## src/rtl/fault_restart_seq.sv

```systemverilog
module fault_restart_seq #(
  parameter int CLK_HZ   = 50_000_000,
  parameter int BLANK_NS = 8000
) (
  input  logic       clk,
  input  logic       rst_n,
  input  logic       vcc_ov,
  input  logic       over_temp,
  input  logic       vcc_uv,
  input  logic       vcc_on,
  input  logic       fb_high,
  input  logic       ss_high,
  output logic       bias_en,
  output logic       startup_en,
  output logic       ss_discharge,
  output logic [1:0] fault_class
);

  localparam int RAW_CYC   = (CLK_HZ / 1000) * BLANK_NS / 1_000_000;
  localparam int BLANK_CYC = (RAW_CYC < 1) ? 1 : RAW_CYC;
  localparam int CW        = $clog2(BLANK_CYC + 1);
  localparam logic [1:0] FC_NONE = 2'b00;
  localparam logic [1:0] FC_ONE  = 2'b01;
  localparam logic [1:0] FC_TWO  = 2'b10;

  typedef enum logic [1:0] {CHARGE, RUN, HOLD} phase_t;

  phase_t        phase;
  logic [CW-1:0] blank_cnt;

  wire c1_cond = over_temp | (vcc_ov & fb_high & ~ss_high);
  wire c1_trip = c1_cond && (blank_cnt == CW'(BLANK_CYC - 1));
  wire c2_trip = fb_high & ss_high;

  assign bias_en      = (phase == RUN);
  assign startup_en   = (phase == CHARGE);
  assign ss_discharge = (phase == CHARGE);

  always_ff @(posedge clk or negedge rst_n) begin
    if (!rst_n) begin
      phase       <= CHARGE;
      blank_cnt   <= '0;
      fault_class <= FC_NONE;
    end else begin
      blank_cnt <= (phase == RUN && c1_cond && !c1_trip) ? blank_cnt + 1'b1 : '0;
      case (phase)
        CHARGE:
          if (vcc_on) begin
            phase       <= RUN;
            fault_class <= FC_NONE;
          end
        RUN:
          if (vcc_uv) begin
            phase       <= CHARGE;
            fault_class <= FC_TWO;
          end else if (c1_trip) begin
            phase       <= HOLD;
            fault_class <= FC_ONE;
          end else if (c2_trip) begin
            phase       <= HOLD;
            fault_class <= FC_TWO;
          end
        HOLD:
          if (vcc_uv) phase <= CHARGE;
        default: phase <= CHARGE;
      endcase
    end
  end

  a_r2_turn_on: assert property (@(posedge clk) disable iff (!rst_n)
    (startup_en && vcc_on) |=> (bias_en && !startup_en && fault_class == 2'b00));

  a_r3_charge_hold: assert property (@(posedge clk) disable iff (!rst_n)
    (startup_en && !vcc_on) |=> (startup_en && ss_discharge && $stable(fault_class)));

  a_r4_uv_off: assert property (@(posedge clk) disable iff (!rst_n)
    (bias_en && vcc_uv) |=> (startup_en && fault_class == 2'b10));

  a_r5_no_class1_without_cause: assert property (@(posedge clk) disable iff (!rst_n)
    (bias_en && !over_temp && !vcc_ov) |=> (fault_class != 2'b01));

  a_r8_class2_trip: assert property (@(posedge clk) disable iff (!rst_n)
    (bias_en && !vcc_uv && fb_high && ss_high) |=> (!bias_en && !startup_en && fault_class != 2'b00));

  a_r9_hold_wait: assert property (@(posedge clk) disable iff (!rst_n)
    (!bias_en && !startup_en && !vcc_uv) |=> (!bias_en && !startup_en && $stable(fault_class)));

endmodule

```

## config.mk

```make
export PLATFORM = sky130hd
export DESIGN_NAME = fault_restart_seq
export DESIGN_NICKNAME = d
export VERILOG_FILES = /design/src/rtl/fault_restart_seq.sv
export SDC_FILE = /design/constraint.sdc
export NUM_CORES = 1
export LEC_CHECK = 0
export BUFFER_PORTS_ARGS = -buffer_cell sky130_fd_sc_hd__buf_4
export CAP_MARGIN = 20
export CELL_PAD_IN_SITES_DETAIL_PLACEMENT = 0
export CELL_PAD_IN_SITES_GLOBAL_PLACEMENT = 1
export CORE_UTILIZATION = 43
export CTS_CLUSTER_DIAMETER = 50
export DETAILED_ROUTE_END_ITERATION = 16
export PLACE_DENSITY_LB_ADDON = 0.3
export SYNTH_ARGS = -nofsm -noshare
export SYNTH_HDL_FRONTEND = slang
export SYNTH_SLANG_ARGS = --single-unit
```

## constraint.sdc

```tcl
create_clock -name clk -period 2.2 [get_ports clk]
set_input_delay 0.33 -clock clk [delete_from_list [all_inputs] [get_ports clk]]
set_output_delay 0.33 -clock clk [all_outputs]
set_load 0.01 [all_outputs]
```

==> results.sh <==
export IMPL_outcome="finished clean"
export IMPL_fin_ws_ns=0.572
export IMPL_p_int_uw=384
export IMPL_fin_area_um2=863
export IMPL_post_drt_wl_per_cell_um=14.2
export IMPL_max_cap_violations=0
export IMPL_hp_start="vcc_uv"
export IMPL_min_path_type="in -> reg"
export IMPL_initial_utilization=0.468
export IMPL_netlist_area_um2=721
export IMPL_final_hold_violation_count=0
export IMPL_rr_endpoint="phase[0]$_DFFE_PN0P_"
export IMPL_synth_seq_cells=13
export IMPL_yosysUniqueCellTypes=34
export IMPL_cts_tree="yes"
export IMPL_gp_congestion=0.855
export IMPL_die_h_um=42.9
export IMPL_p_leak_uw=0.000357
export IMPL_rsz0062_at_grt="no"
export IMPL_synth_top_area_frac=0.451
export IMPL_setup_viol=0
export IMPL_drtPass1Iterations=4
export IMPL_core_area_um2=1540
export IMPL_avgSynthCellArea_um2=10.3
export IMPL_syn_nets=79
export IMPL_fp_row_count=14
export IMPL_layout_nets=96
export IMPL_clock_latency_ns=0.28
export IMPL_reg2regPathDepth=4
export IMPL_die_x_um=42.9
export IMPL_die_area_um2=1840
export IMPL_fmax_mhz=614
export IMPL_final_cells=102
export IMPL_switching_power_uw=153
export IMPL_tightest_slew_ns=0.331
export IMPL_dr_total_vias=629
export IMPL_synth_edf_count=0
export IMPL_hold_path_end="fault_class[0]$_DFFE_PN0P_"
export IMPL_clkSlewWorstSetupHoldPaths_ns=0.07
export IMPL_route_detailed_drc=0
export IMPL_peakVddDrop_mv=0.262
export IMPL_drv_slew=0
export IMPL_whs_path_depth=2
export IMPL_diodes=0
export IMPL_cp_max_fo=8
export IMPL_grt_overflow=0
export IMPL_synth_area_leaders="dfrtp_1 45%, a211oi_1 4.2%, nor3_1 2.8%"
export IMPL_yosysTopAreaCell="dfrtp_1"
export IMPL_p_comb_frac=0.222
export IMPL_setup_worst_path_start="blank_cnt[0]$_DFF_PN0_"
export IMPL_ys_seq_area_frac=0.451
export IMPL_dp_hpwl_um=1020
export IMPL_yosysMostFrequentCell="dfrtp_1"
export IMPL_relSlewSlack=0.779
export IMPL_routed_wl_um=1450
export IMPL_clock_sinks=13
export IMPL_fin_crit_sh=0.740
export IMPL_crit_arrival_ns=1.80
export IMPL_grt_pass1_vias=547
export IMPL_place_area_um2=827
export IMPL_clk_path_buf_depth=2
export IMPL_synthTopCellsByCount="13 x dfrtp_1, 4 x a211oi_1, 4 x nor3_1, 4 x o21ai_0"
export IMPL_via_per_inst=6.17
export IMPL_p_per_area_nw_per_um2=622
export IMPL_dp_cells=97
export IMPL_end_kind="flop"
export IMPL_io_buffers=12
export IMPL_crit_required_ns=2.37
export IMPL_cts_setup_buffers=0
export IMPL_top_level_ports=13
export IMPL_switching_share=0.285
export IMPL_grt_use_total=0.188
export IMPL_skew_ns=0.00184
export IMPL_cts_made_buffers=3
export IMPL_grt_max_degree=14
export IMPL_async_flop_share=1.00
export IMPL_n_fill_cell=146
export IMPL_root_buffer="clkbuf_4"
export IMPL_period_needed_ns=1.63
export IMPL_final_setup_tns_ns=0
export IMPL_grt_pass1_wl_um=2500
export IMPL_hold_slack_ns=0.266
export IMPL_p_clk_frac=0.274
export IMPL_synth_flop_cell="dfrtp_1"
export IMPL_drive_above_1_share=0.244
export IMPL_critPathKind="reg -> reg"
export IMPL_timing_reg2reg_setup_slack_ns=0.57
export IMPL_ant_nets=0
export IMPL_pre_cts_slack_ns=0.566
export IMPL_syn_inst=70
export IMPL_syn_to_final_growth_pct=19.8
export IMPL_synth_warnings=0
export IMPL_crit_path_start_kind="flop"
export IMPL_power_frac_seq=0.504
export IMPL_antenna_found_initial=0
export IMPL_drtIter0Drc=12
export IMPL_r2r_start="blank_cnt[0]$_DFF_PN0_"
export IMPL_htree_levels=1
layout by cell type, fill, tap and decap left out, drive strengths merged, types with 3 or more instances in the layout:
| master | Yosys | final |
|---|---|---|
| nor3 | 4 | 4 |
| o21ai | 4 | 4 |
| nand3 | 3 | 3 |
| buf | 2 | 13 |
| or3 | 5 | 5 |
| dfrtp | 13 | 13 |
| nand2 | 3 | 3 |
| clkbuf | 0 | 4 |
| a211oi | 4 | 4 |
| inv | 3 | 3 |
worst max-delay path, cell delays in order, from the launching register on:
cell	delay [ns]
dfrtp_1	0.39
ha_1	0.21
nand3_2	0.18
a2111o_1	0.48
a32o_1	0.27
flip-flops by register name, indices dropped and copies added, names as in the netlist:
name,count
phase,2
fault_class,2
blank_cnt,9
final cells by class:
type                    count  area, um2  share of cell area
multi-input cells          52        373               0.432
flip-flops and latches     13        325               0.377
repair buffers             14        108               0.125
clock buffers               4       26.3              0.0304
well taps                  16       20.0              0.0232
inverters                   3       11.3              0.0130
through the flow:
stage / utilization / power (uW)
finish: 0.560 / 537
CTS: 0.560 / 546
detailed placement: 0.537 / 395
global route: 0.560 / 572
global placement: 0.537 / 395
floorplan: - / 337
cell families after synthesis:
logic type      synth area share
simple gates               0.215
compound gates             0.248
flops                      0.451
buf+inv                   0.0312
xor+xnor                  0.0365
fa+ha+maj                 0.0174
repair_timing:
action                    in CTS  in global routing
resized for setup              0                  0
hold endpoints to repair      13                  0
hold buffers                   1                  0
power groups by stage:
| stage | logic, uW | clock network [uW] | registers [uW] |
|---|---|---|---|
| after floorplan | 62.8 | 0 | 274 |
| after CTS | 121 | 154 | 271 |
| final | 119 | 147 | 271 |
| after global placement | 121 | 0 | 274 |
| after detailed placement | 119 | 0 | 275 |
| after global routing | 131 | 167 | 274 |
worst max path at each step:
stage | slack [ns] | cells after the start | endpoint
3_3_place_gp | 0.62 | 4 | phase[0]$_DFFE_PN0P_
5_1_grt | 0.47 | 4 | phase[0]$_DFFE_PN0P_
3_5_place_dp | 0.57 | 4 | phase[0]$_DFFE_PN0P_
6_report | 0.57 | 4 | phase[0]$_DFFE_PN0P_
2_1_floorplan | 0.69 | 4 | phase[0]$_DFFE_PN0P_
4_1_cts | 0.55 | 4 | phase[0]$_DFFE_PN0P_
metal layers:
metal  global-route usage  part of all wire  vias up
met5                    0                 0        -
li1                     -                 -      304
met2                0.270              0.47       21
met1                0.260              0.45      299
met4                0.109             0.024        0
met3               0.0383             0.061        5
Note: power is estimated with default switching activity, not from simulation.
